[src/rtl/dma_seq_pkg.sv]
package dma_seq_pkg;
  typedef enum logic [1:0] {
    CH_IDLE  = 2'd0,
    CH_RUN   = 2'd1,
    CH_CLOSE = 2'd2
  } ch_state_t;
endpackage

[src/rtl/dma_lane_calc.sv]
module dma_lane_calc #(
  parameter int unsigned BYTES = 4,
  localparam int unsigned LW = $clog2(BYTES),
  localparam int unsigned NW = LW + 1
) (
  input  logic [LW-1:0] lo_lane,
  input  logic [LW-1:0] end_lane,
  input  logic          same_word,
  output logic [BYTES-1:0] strb,
  output logic [NW-1:0]    nbytes
);
  logic [LW-1:0] hi_lane;

  always_comb begin
    hi_lane = same_word ? end_lane : LW'(BYTES - 1);
    nbytes  = NW'(hi_lane) - NW'(lo_lane) + NW'(1);
  end

  for (genvar i = 0; i < BYTES; i++) begin : g_lane
    assign strb[i] = (LW'(i) >= lo_lane) && (LW'(i) <= hi_lane);
  end
endmodule

[src/rtl/dma_addr_ctrl.sv]
module dma_addr_ctrl
  import dma_seq_pkg::*;
#(
  parameter int unsigned ADDR_W = 32,
  parameter int unsigned BYTES  = 4,
  localparam int unsigned LW = $clog2(BYTES),
  localparam int unsigned NW = LW + 1
) (
  input  logic              clk,
  input  logic              rst_n,
  input  logic              sw_addr_wr,
  input  logic [ADDR_W-1:0] sw_addr_data,
  input  logic              sw_start,
  input  logic [ADDR_W-1:0] sw_end_data,
  input  logic              desc_load,
  input  logic [ADDR_W-1:0] desc_addr,
  input  logic [ADDR_W-1:0] desc_end,
  input  logic              close_en,
  input  logic              eot,
  input  logic              accept,
  input  logic [NW-1:0]     step,
  output logic [ADDR_W-1:0] cur_q,
  output logic [ADDR_W-1:0] end_q,
  output logic              same_word,
  output logic              running,
  output logic              done_q
);
  ch_state_t state_q;
  logic      close_now;

  assign same_word = (cur_q[ADDR_W-1:LW] == end_q[ADDR_W-1:LW]);
  assign running   = (state_q != CH_IDLE);
  assign close_now = eot && close_en;

  always_ff @(posedge clk) begin
    if (!rst_n) begin
      state_q <= CH_IDLE;
      cur_q   <= '0;
      end_q   <= '0;
      done_q  <= 1'b0;
    end else begin
      done_q <= 1'b0;
      if (state_q == CH_IDLE) begin
        if (desc_load) begin
          cur_q   <= desc_addr;
          end_q   <= desc_end;
          state_q <= CH_RUN;
        end else begin
          if (sw_addr_wr) cur_q <= sw_addr_data;
          if (sw_start) begin
            end_q   <= sw_end_data;
            state_q <= CH_RUN;
          end
        end
      end else begin
        if (close_now) state_q <= CH_CLOSE;
        if (accept) begin
          cur_q <= cur_q + ADDR_W'(step);
          if (same_word || state_q == CH_CLOSE || close_now) begin
            state_q <= CH_IDLE;
            done_q  <= 1'b1;
          end
        end
      end
    end
  end
endmodule

[src/rtl/dma_addr_seq.sv]
module dma_addr_seq #(
  parameter int unsigned ADDR_W = 32,
  parameter int unsigned BYTES  = 4,
  localparam int unsigned LW = $clog2(BYTES),
  localparam int unsigned NW = LW + 1
) (
  input  logic              clk,
  input  logic              rst_n,
  input  logic              sw_addr_wr,
  input  logic [ADDR_W-1:0] sw_addr_data,
  input  logic              sw_start,
  input  logic [ADDR_W-1:0] sw_end_data,
  input  logic              desc_load,
  input  logic [ADDR_W-1:0] desc_addr,
  input  logic [ADDR_W-1:0] desc_end,
  input  logic              close_en,
  input  logic              eot,
  output logic              bus_valid,
  input  logic              bus_ready,
  output logic [ADDR_W-1:0] bus_addr,
  output logic [NW-1:0]     bus_nbytes,
  output logic [BYTES-1:0]  bus_strb,
  output logic [ADDR_W-1:0] cur_addr,
  output logic              ch_en,
  output logic              done
);
  logic [ADDR_W-1:0] cur_q, end_q;
  logic              same_word, running, accept;

  assign accept = running && bus_ready;

  dma_addr_ctrl #(.ADDR_W(ADDR_W), .BYTES(BYTES)) u_ctrl (
    .clk(clk), .rst_n(rst_n),
    .sw_addr_wr(sw_addr_wr), .sw_addr_data(sw_addr_data),
    .sw_start(sw_start), .sw_end_data(sw_end_data),
    .desc_load(desc_load), .desc_addr(desc_addr), .desc_end(desc_end),
    .close_en(close_en), .eot(eot),
    .accept(accept), .step(bus_nbytes),
    .cur_q(cur_q), .end_q(end_q), .same_word(same_word),
    .running(running), .done_q(done)
  );

  dma_lane_calc #(.BYTES(BYTES)) u_lanes (
    .lo_lane(cur_q[LW-1:0]),
    .end_lane(end_q[LW-1:0]),
    .same_word(same_word),
    .strb(bus_strb),
    .nbytes(bus_nbytes)
  );

  assign bus_valid = running;
  assign bus_addr  = {cur_q[ADDR_W-1:LW], {LW{1'b0}}};
  assign cur_addr  = cur_q;
  assign ch_en     = running;
endmodule

[config.mk]
export PLATFORM = sky130hd
export DESIGN_NAME = dma_addr_seq
export DESIGN_NICKNAME = d
export VERILOG_FILES = /design/src/rtl/dma_seq_pkg.sv /design/src/rtl/dma_lane_calc.sv /design/src/rtl/dma_addr_ctrl.sv /design/src/rtl/dma_addr_seq.sv
export SDC_FILE = /design/constraint.sdc
export NUM_CORES = 1
export LEC_CHECK = 0
export ABC_AREA = 1
export CAP_MARGIN = 20
export CORE_MARGIN = 1.5
export CORE_UTILIZATION = 42
export CTS_CLUSTER_SIZE = 16
export DETAILED_ROUTE_END_ITERATION = 8
export MAX_ROUTING_LAYER = met4
export PLACE_DENSITY = 0.79
export SYNTH_ARGS = -nofsm -noshare
export SYNTH_HDL_FRONTEND = slang
export SYNTH_HIERARCHICAL = 1
export SYNTH_SLANG_ARGS = --single-unit
[constraint.sdc]
create_clock -name clk -period 3.7 [get_ports clk]
set_input_delay 0.37 -clock clk [delete_from_list [all_inputs] [get_ports clk]]
set_output_delay 0.37 -clock clk [all_outputs]
set_load 0.05 [all_outputs]
# After elaboration in Yosys (flattened, before gate mapping)
# Cells that the tools add are included.
[totals]
reg_bits = 67
latch_bits = 0
mem_bits_rw = 0
rom_bits = 0
input_bits = 136
out_inout_bits = 74
word_cells = 50
mem_count = 0
[classes]
n_addsub = 3
n_mul = 0
n_div = 0
magnitude_cmp = 8
n_eq_ne = 4
shift = 0
mux = 14
bitwise = 2
n_reduce_logical = 15
[ops]
columns = ["operator", "n"]
rows = [
  ["$mux 32", 6],
  ["$add 32x3->32", 1],
  ["$eq 30x30->1", 1],
  ["$mux 2", 7],
  ["$logic_and 1x1->1", 6],
  ["$ne 3x3->1 const B", 2],
  ["$reduce_bool 2->1", 3],
  ["$ge 1x2->1 const A", 2],
  ["$ge 2x2->1 const A", 2],
  ["$le 1x2->1 const A", 2],
  ["$le 2x2->1 const A", 2],
  ["$reduce_and 2->1", 2],
  ["$add 3x1->3 const B", 1],
  ["$reduce_or 3->1", 1],
  ["$sub 2x2->3", 1],
  ["$eq 2x2->1 const B", 1],
  ["$logic_not 2->1", 1],
  ["$logic_or 1x1->1", 2],
  ["$not 1->1", 2],
  ["$mux 1", 1],
]

# Logic depth before layout (Yosys ltp)
# Gate-level depths: netlist of run 1.
[logic_depth]
ltp_word = 7
depth_mapped = 24
mapped_depth_nobuf = 24

# Modules after synthesis
# Netlist of run 1, hierarchy kept.
[modules_own_cells]
columns = ["mod", "n_inst", "cells_per_inst", "area_per_inst_um2", "seq_area_each_um2"]
rows = [
  ["dma_addr_ctrl", 1, 775, 4698.3, 1341.3],
  ["dma_addr_seq", 1, 36, 259.0, 0.0],
  ["dma_lane_calc", 1, 18, 105.1, 0.0],
]

# Least setup slack after synthesis of run 1
# Ideal clock, no wire load.
[synth_path]
path_type = "reg-to-reg"
start = "register u_ctrl.cur_q[18]"
end = "register u_ctrl.cur_q[4]"
setup_ns = 0.133
arrival_time_ns = 4.209
t_required_ns = 3.567
path_slack_ns = -0.642
stages_incl_launch_ff = 21
n_path_buf = 0
synth_period_minus_slack_ns = 4.342
path_cell_list = "dfxtp_1 > inv_1 > nand2_1 > nand3_1 > nor2_1 > nand2_1 > nor4_1 > inv_1 > nor2_2 > ha_1 > inv_1 > ha_1 > xor2_1 > ha_1 > nand2_1 > nand2_1 > nand2_1 > inv_1 > or2_2 > nand3_1 > a31oi_1"
[synth_between]
elab_chain_len = 7
[synth_lines]
columns = ["element", "line_no", "source"]
rows = [
  ["from (decl)", "dma_addr_ctrl.sv:22", "output logic [ADDR_W-1:0] cur_q,"],
  ["from (signal assigned)", "dma_addr_ctrl.sv:45", "cur_q <= desc_addr;"],
  ["from (signal assigned)", "dma_addr_ctrl.sv:49", "if (sw_addr_wr) cur_q <= sw_addr_data;"],
  ["from (signal assigned)", "dma_addr_ctrl.sv:58", "cur_q <= cur_q + ADDR_W'(step);"],
  ["$eq 30x30->1", "dma_addr_ctrl.sv:31", "assign same_word = (cur_q[ADDR_W-1:LW] == end_q[ADDR_W-1:LW]);"],
  ["net same_word", "dma_addr_seq.sv:28", "logic same_word, running, accept;"],
  ["$mux 2", "dma_lane_calc.sv:15", "hi_lane = same_word ? end_lane : LW'(BYTES - 1);"],
  ["$sub 2x2->3", "dma_lane_calc.sv:16", "nbytes = NW'(hi_lane) - NW'(lo_lane) + NW'(1);"],
  ["$add 3x1->3", "dma_lane_calc.sv:16", ""],
  ["net bus_nbytes[2]", "dma_addr_seq.sv:21", "output logic [NW-1:0] bus_nbytes,"],
  ["$add 32x3->32", "dma_addr_ctrl.sv:58", ""],
  ["$mux 32", "dma_addr_ctrl.sv:57", "if (accept) begin"],
  ["$mux 32", "dma_addr_ctrl.sv:43", "if (state_q == CH_IDLE) begin"],
]
# The timed path passes the listed nets, and every way through them passes these cells. The select of a mux whose other input is x is not followed.
# A chain may end at the register's enable or synchronous reset.

# Worst setup path after layout of run 1
[layout_path]
start = "register u_ctrl.cur_q[28]"
end = "output bus_nbytes[1]"
[layout_between]
elab_chain_len = 4
[layout_lines]
columns = ["element", "line_no"]
rows = [
  ["$eq 30x30->1", "dma_addr_ctrl.sv:31"],
  ["net same_word", "dma_addr_seq.sv:28"],
  ["$mux 2", "dma_lane_calc.sv:15"],
  ["$sub 2x2->3", "dma_lane_calc.sv:16"],
  ["$add 3x1->3", "dma_lane_calc.sv:16"],
  ["to (decl)", "dma_addr_seq.sv:21"],
]
# The timed path passes the listed nets, and every way through them passes these cells.

==> metrics, run 1 <==
Final nets 1151; Startpoint Class register; TNS Setup 0 ns; Critical Path Sink Type primary output; Worst Path Required 3.33 ns; DRT Pass-1 Iters 5; vias 6013; Vias/cell 5.20; crit path DAT 3.09 ns; R2R Path End u_ctrl/cur_q[13]; flops & latches, synth 67; syn avg cell area 6.11 µm²; VDD IR max 0.235 mV; most frequent cells in the layout 278 x nand2_1, 204 x clkdlybuf4s50_1, 76 x nor2_1; Tcrit/Tclk final 93.6%; Syn. warnings 6; drt first-iter violations 450; Worst path max stage delay 0.81 ns; total track usage 28.1%; Placement Rows 39; CP max-delay cell clkdlybuf4s50_1; reg2reg setup slack 0.24 ns; fmax 289 MHz; ant diodes 0; asr flop ratio synth 0%; Syn Inst Count 829; status completed; Fin. Hold Viols 0; leakage power 3.07 nW; Power Density 433 nW/µm²; worst hold path type input port to register; full die area 12700 µm²; die width 113 µm; Worst setup endpoint bus_nbytes[1]; antenna-violating nets left 0; Place WS 0.0989 ns; Num CTS Buffers 9; CP cell instances inv_1 > nand2_1 > nand2_1 > nor2_1 > nand3_2 > nor4_2 > buf_4 > inv_1 > nor2_2 > ha_1 > inv_1 > ha_2 > clkdlybuf4s50_1; Main synth FF type dfxtp_1; P&R area growth vs syn 48.6%; fin worst setup slack 0.237 ns; Tmin final 3.46 ns; Syn Std Cell Area 5060 µm²; RePlAce Congestion 0.950; root buffer cell clkbuf_16; vias in the first global route 5551; DRC violations left 0; first-pass GRT wire length 27.8 mm; Die Y 113 µm; placed inst area 7170 µm²; Clock Tree Buf Depth 2; Worst-Skew Late Latency 0.34 ns; crit path kind register to primary output; HPWL Detailed 13.2 mm; CTS H-tree depth 3; worst slew pin tran 0.923 ns; Setup crit start u_ctrl/cur_q[28]; count of pins over their slew limit 0; hold-fix buffers at CTS 0; post-route cell area 7520 µm²; Max FO, Critical Path 8; pin count of the biggest net entering global routing 56; Avg WL per Cell 15.3 µm; grt ovf 0; Slew headroom 38.4%; clock-pin slew on the worst setup and hold paths 0.06 ns; worst r2r src u_ctrl/cur_q[28]; final wirelength 17.7 mm; CTS tree built; Synth area leader dfxtp_1; Crit path top cell by count inv_1; Boundary Pins 210; post-synth top area share 26.5%; starting density of the core 43.8%; Seq/Total Area, Yosys 26.5%; core area 11600 µm²; post-route core utilization 65.0%; clk_skew 0.0111 ns; layout cells sized above 1 11.8%; top cells by area, synth dfxtp_1 26%, nand2_1 21%, o21ai_0 6.9%, nor2_1 5.9%, a21oi_1 5.2%; commonest non-fill, non-tap cell in the layout nand2_1; Final setup viols 0; unique cell type count in the Yosys netlist 43; max_cap viols 0; Num Clock Sinks 67; Port Buffers 207; R2R cell count 20; number of enable flip-flop cells after synthesis 0; initial antenna violation count 0
[where the power goes]
group | leakage (nW) | switching (mW) | internal [mW]
logic | 2.36 | 0.904 | 0.550
clock network | 0.146 | 0.322 | 0.560
registers | 0.566 | 0.0952 | 0.824
[cell families (layout without fill, tap and decap cells)]
kind of cell,Yosys count,after routing,share of synthesized area [%]
buffers and inverters,129,312,12.8
other,1,2,0.0741
AND/OR/NAND/NOR,427,427,35.8
XOR/XNOR,28,28,4.84
adder cells (fa/ha/maj),7,7,1.88
flip-flops,67,67,26.5
AO/OA/AOI/OAI,170,170,18.2
[Yosys cell counts, types with 6 or more instances]
cell / count
ha_1: 6
buf_2: 8
buf_4: 34
nand2_1: 281
nor2_1: 80
clkbuf_1: 20
nor2_4: 7
xnor2_1: 17
a31oi_1: 38
inv_1: 54
nand3_1: 25
o21ai_0: 70
a21oi_1: 53
xor2_1: 11
nor3_1: 7
dfxtp_1: 67
[what timing repair did]
action,CTS,global route
gates resized for setup,0,15
setup buffers,0,1
setup endpoints to repair,0,23
[flip-flops by register name, summed over array words and instances (netlist names)]
signal          cells
u_ctrl/state_q      2
u_ctrl/end_q       32
u_ctrl/done_q       1
u_ctrl/cur_q       32
[metal layers]
metal	vias to the layer above	GRT usage (%)	share of wire, %
met5	-	-	0
met1	2708	34.8	42
met2	283	47.0	47
li1	3005	-	-
met4	0	6.92	0.99
met3	17	5.89	9.2
[critical path, delay by kind of cell, from the launching register on]
family	cells	cell delay (ns)
flops	1	0.39
buf+inv	5	1.14
simple gates	6	0.76
fa+ha+maj	2	0.46
[worst min path at each step]
| stage | start | end | slack [ns] | cells past startpoint |
|---|---|---|---|---|
| final | desc_load | u_ctrl/end_q[1] | 0.50 | 3 |
| after global routing | desc_load | u_ctrl/end_q[1] | 0.53 | 3 |
| after CTS | desc_load | u_ctrl/end_q[1] | 0.49 | 3 |
| after detailed placement | u_ctrl/end_q[0] | u_ctrl/end_q[0] | 0.54 | 2 |
| after global placement | u_ctrl/end_q[0] | u_ctrl/end_q[0] | 0.56 | 2 |
| after floorplan | u_ctrl/end_q[0] | u_ctrl/end_q[0] | 0.51 | 2 |
[layout make-up]
type | instances | area, µm²
Multi-Input combinational cell | 634 | 3140
Clock inverter | 3 | 46.3
Sequential cell | 67 | 1380
Timing Repair Buffer | 238 | 2290
Fill cell | 1070 | 4040
Tap cell | 143 | 179
Inverter | 58 | 218
Clock buffer | 13 | 260
[metrics by stage]
| step | power (mW) | hold slack [ns] | instances |
|---|---|---|---|
| final | 3.26 | 0.500 | 1156 |
| after global placement | 2.34 | 0.558 | 1139 |
| after detailed placement | 2.35 | 0.545 | 1139 |
| after global routing | 3.41 | 0.525 | 1156 |
| after CTS | 3.24 | 0.495 | 1155 |
| after floorplan | 1.87 | 0.514 | 830 |
Note: power is estimated with default switching activity, not from simulation.
==> run 2: changes to the inputs <==
--- a/config.mk
+++ b/config.mk
@@ -12,8 +12,7 @@
 export CTS_CLUSTER_SIZE = 16
 export DETAILED_ROUTE_END_ITERATION = 8
 export MAX_ROUTING_LAYER = met4
-export PLACE_DENSITY = 0.79
+export PLACE_DENSITY = 0.78
 export SYNTH_ARGS = -nofsm -noshare
 export SYNTH_HDL_FRONTEND = slang
-export SYNTH_HIERARCHICAL = 1
 export SYNTH_SLANG_ARGS = --single-unit
==> constraint.sdc (replaced) <==
create_clock -name clk -period 4.43 [get_ports clk]
set_input_delay 0.443 -clock clk [delete_from_list [all_inputs] [get_ports clk]]
set_output_delay 0.443 -clock clk [all_outputs]
set_load 0.05 [all_outputs]
==> metrics, run 2 <==
total track usage 28.4%; first-pass GRT wire length 28.7 mm; CTS H-tree depth 3; Crit path top cell by count nor2_1; Vias/cell 5.08; RePlAce Congestion 0.987; pin count of the biggest net entering global routing 66; hold-fix buffers at CTS 0; Synth area leader dfxtp_1; Num Clock Sinks 67; Clock Tree Buf Depth 2; most frequent cells in the layout 274 x nand2_1, 205 x clkdlybuf4s50_1, 113 x nor2_1; vias 6212; Worst-Skew Late Latency 0.34 ns; biggest regs u_ctrl.cur_q x32, u_ctrl.end_q x32, u_ctrl.state_q x2; number of enable flip-flop cells after synthesis 0; commonest non-fill, non-tap cell in the layout nand2_1; clk_skew 0.00488 ns; Syn Std Cell Area 5320 µm²; Tcrit/Tclk final 85.1%; Power Density 369 nW/µm²; DRT Pass-1 Iters 5; Hold Slack 0.568 ns; HPWL Detailed 13.3 mm; syn avg cell area 5.88 µm²; top cells by area, synth dfxtp_1 25%, nand2_1 19%, o21ai_0 9.4%, nor2_1 8.0%, inv_1 6.1%; drt first-iter violations 453; ant diodes 0; antenna-violating nets left 0; status completed; post-synth top area share 25.2%; die width 116 µm; vias in the first global route 5596; Startpoint Class register; worst hold path type register to register; flops & latches, synth 67; crit path DAT 3.33 ns; unique cell type count in the Yosys netlist 37; storage element area 1340 µm²; layout cells sized above 1 4.93%; Slew headroom 29.8%; asr flop ratio synth 0%; clock-pin slew on the worst setup and hold paths 0.05 ns; Setup Fix Bufs, Post-CTS 0; initial antenna violation count 0; final wirelength 18.0 mm; Final nets 1195; DRC violations left 0; Fill cells 1217; Seq/Total Area, Yosys 25.2%; Die Y 116 µm; Boundary Pins 210; post-route core utilization 61.2%; root buffer cell clkbuf_16; Worst path max stage delay 0.88 ns; Fin. Hold Viols 0; Main synth FF type dfxtp_1; RSZ-0062 raised after global routing no; most common cell in the synthesized netlist nand2_1; grt ovf 0; CP max-delay cell clkdlybuf4s50_1; Port Buffers 207; P&R area growth vs syn 40.0%; dpl cells 1209; fmax 265 MHz; Syn Inst Count 905; Critical Path Sink Type primary output; Placement Rows 40; CP cell instances nand2_1 > inv_1 > nor2_1 > nor2_1 > nand3_1 > nor2_1 > nand2_1 > nor2_1 > ha_1 > inv_1 > ha_1 > xor2_1 > clkdlybuf4s50_1; CTS tree built; Avg WL per Cell 14.7 µm; TNS Setup 0 ns; commonest cells in the netlist 274 x nand2_1, 113 x nor2_1, 100 x o21ai_0; max_cap viols 0; worst slew pin tran 1.05 ns; Worst Path Required 3.99 ns; # resized after CTS 0; full die area 13300 µm²; Num CTS Buffers 9; area of the multi-input gates 3180 µm²; crit path kind register to primary output; Final setup viols 0; VDD IR max 0.164 mV; count of pins over their slew limit 0; leakage power 3.11 nW; Max FO, Critical Path 9; Tmin final 3.77 ns; starting density of the core 43.7%; core area 12200 µm²; Syn. warnings 0; Layout Cells excl Fill 1223
## run 2: changes by cell type after synthesis, moves of 6 or more
cell | previous run | this run
a21oi_1 | 53 | 33
buf_2 | 8 | 22
nor2_1 | 80 | 113
inv_1 | 54 | 86
nand3_1 | 25 | 38
nor3_1 | 7 | 1
xnor2_1 | 17 | 9
nand2_1 | 281 | 274
o21ai_0 | 70 | 100
## run 2: logic make-up (layout without fill, tap and decap cells)
| group | count (synthesis) | in the layout | synth area share, % |
|---|---|---|---|
| adder cells (fa/ha/maj) | 7 | 7 | 1.79 |
| buffers and inverters | 168 | 317 | 15.1 |
| AO/OA/AOI/OAI | 181 | 181 | 18.3 |
| AND/OR/NAND/NOR | 461 | 461 | 36.3 |
| other | 1 | 2 | 0.0705 |
| XOR/XNOR | 20 | 20 | 3.29 |
| flip-flops | 67 | 67 | 25.2 |
## run 2: stage by stage
step | instance area (µm²) | total power [mW] | setup WS (ns)
floorplan | 5320 | 1.68 | 0.409
global placement | 7180 | 2.07 | 1.05
detailed placement | 7180 | 2.08 | 0.982
CTS | 7440 | 2.75 | 0.703
global route | 7440 | 2.90 | 0.475
finish | 7440 | 2.75 | 0.659
## run 2: worst max-delay path, delay by kind of cell, from the launching register on
family / cells / cell delay [ns]
buffers and inverters: 3 / 1.00
xor gates and xnor gates: 1 / 0.19
adders and majority gates: 2 / 0.39
DFF: 1 / 0.59
and+or+nand+nor: 7 / 0.81
## run 2: layout make-up
cell class	count	share of cell area, %
Multi-Input combinational cell	671	42.7
Timing Repair Buffer	213	28.3
Sequential cell	67	18.0
Inverter	90	4.54
Clock buffer	12	3.45
Tap cell	168	2.82
Clock inverter	2	0.168
## run 2: power by group
part           leakage, nW  internal, mW  switching [mW]
Sequential           0.556         0.686           0.156
Combinational         2.43         0.455           0.779
Clock                0.131         0.402           0.270
## run 2: path summary, 6_finish.rpt
path / startpoint / end / slack (ns) / cells after the start
setup reg to reg: u_ctrl.cur_q[5] / u_ctrl.cur_q[27] / 0.91 / 21
setup / recovery: u_ctrl.cur_q[5] / bus_nbytes[2] / 0.66 / 13
hold / removal: u_ctrl.end_q[0] / u_ctrl.end_q[0] / 0.57 / 2
hold reg to reg: u_ctrl.end_q[0] / u_ctrl.end_q[0] / 0.57 / 2
## run 2: per-layer routing
| layer | up-vias | part of all wire, % | GRT usage (%) |
|---|---|---|---|
| li1 | 3162 | - | - |
| met1 | 2736 | 46 | 38.9 |
| met2 | 290 | 44 | 43.3 |
| met3 | 24 | 8.8 | 4.24 |
| met4 | 0 | 1.7 | 8.89 |
| met5 | - | 0 | - |
==> run 3: changes to the inputs <==
--- a/config.mk
+++ b/config.mk
@@ -9,10 +9,12 @@
 export CAP_MARGIN = 20
 export CORE_MARGIN = 1.5
 export CORE_UTILIZATION = 42
+export CTS_CLUSTER_DIAMETER = 30
 export CTS_CLUSTER_SIZE = 16
 export DETAILED_ROUTE_END_ITERATION = 8
 export MAX_ROUTING_LAYER = met4
 export PLACE_DENSITY = 0.78
+export SKIP_CTS_REPAIR_TIMING = 1
 export SYNTH_ARGS = -nofsm -noshare
 export SYNTH_HDL_FRONTEND = slang
 export SYNTH_SLANG_ARGS = --single-unit
==> results of run 3 <==
Same layout as run 2: the final DEF is identical, and so are final timing and power.
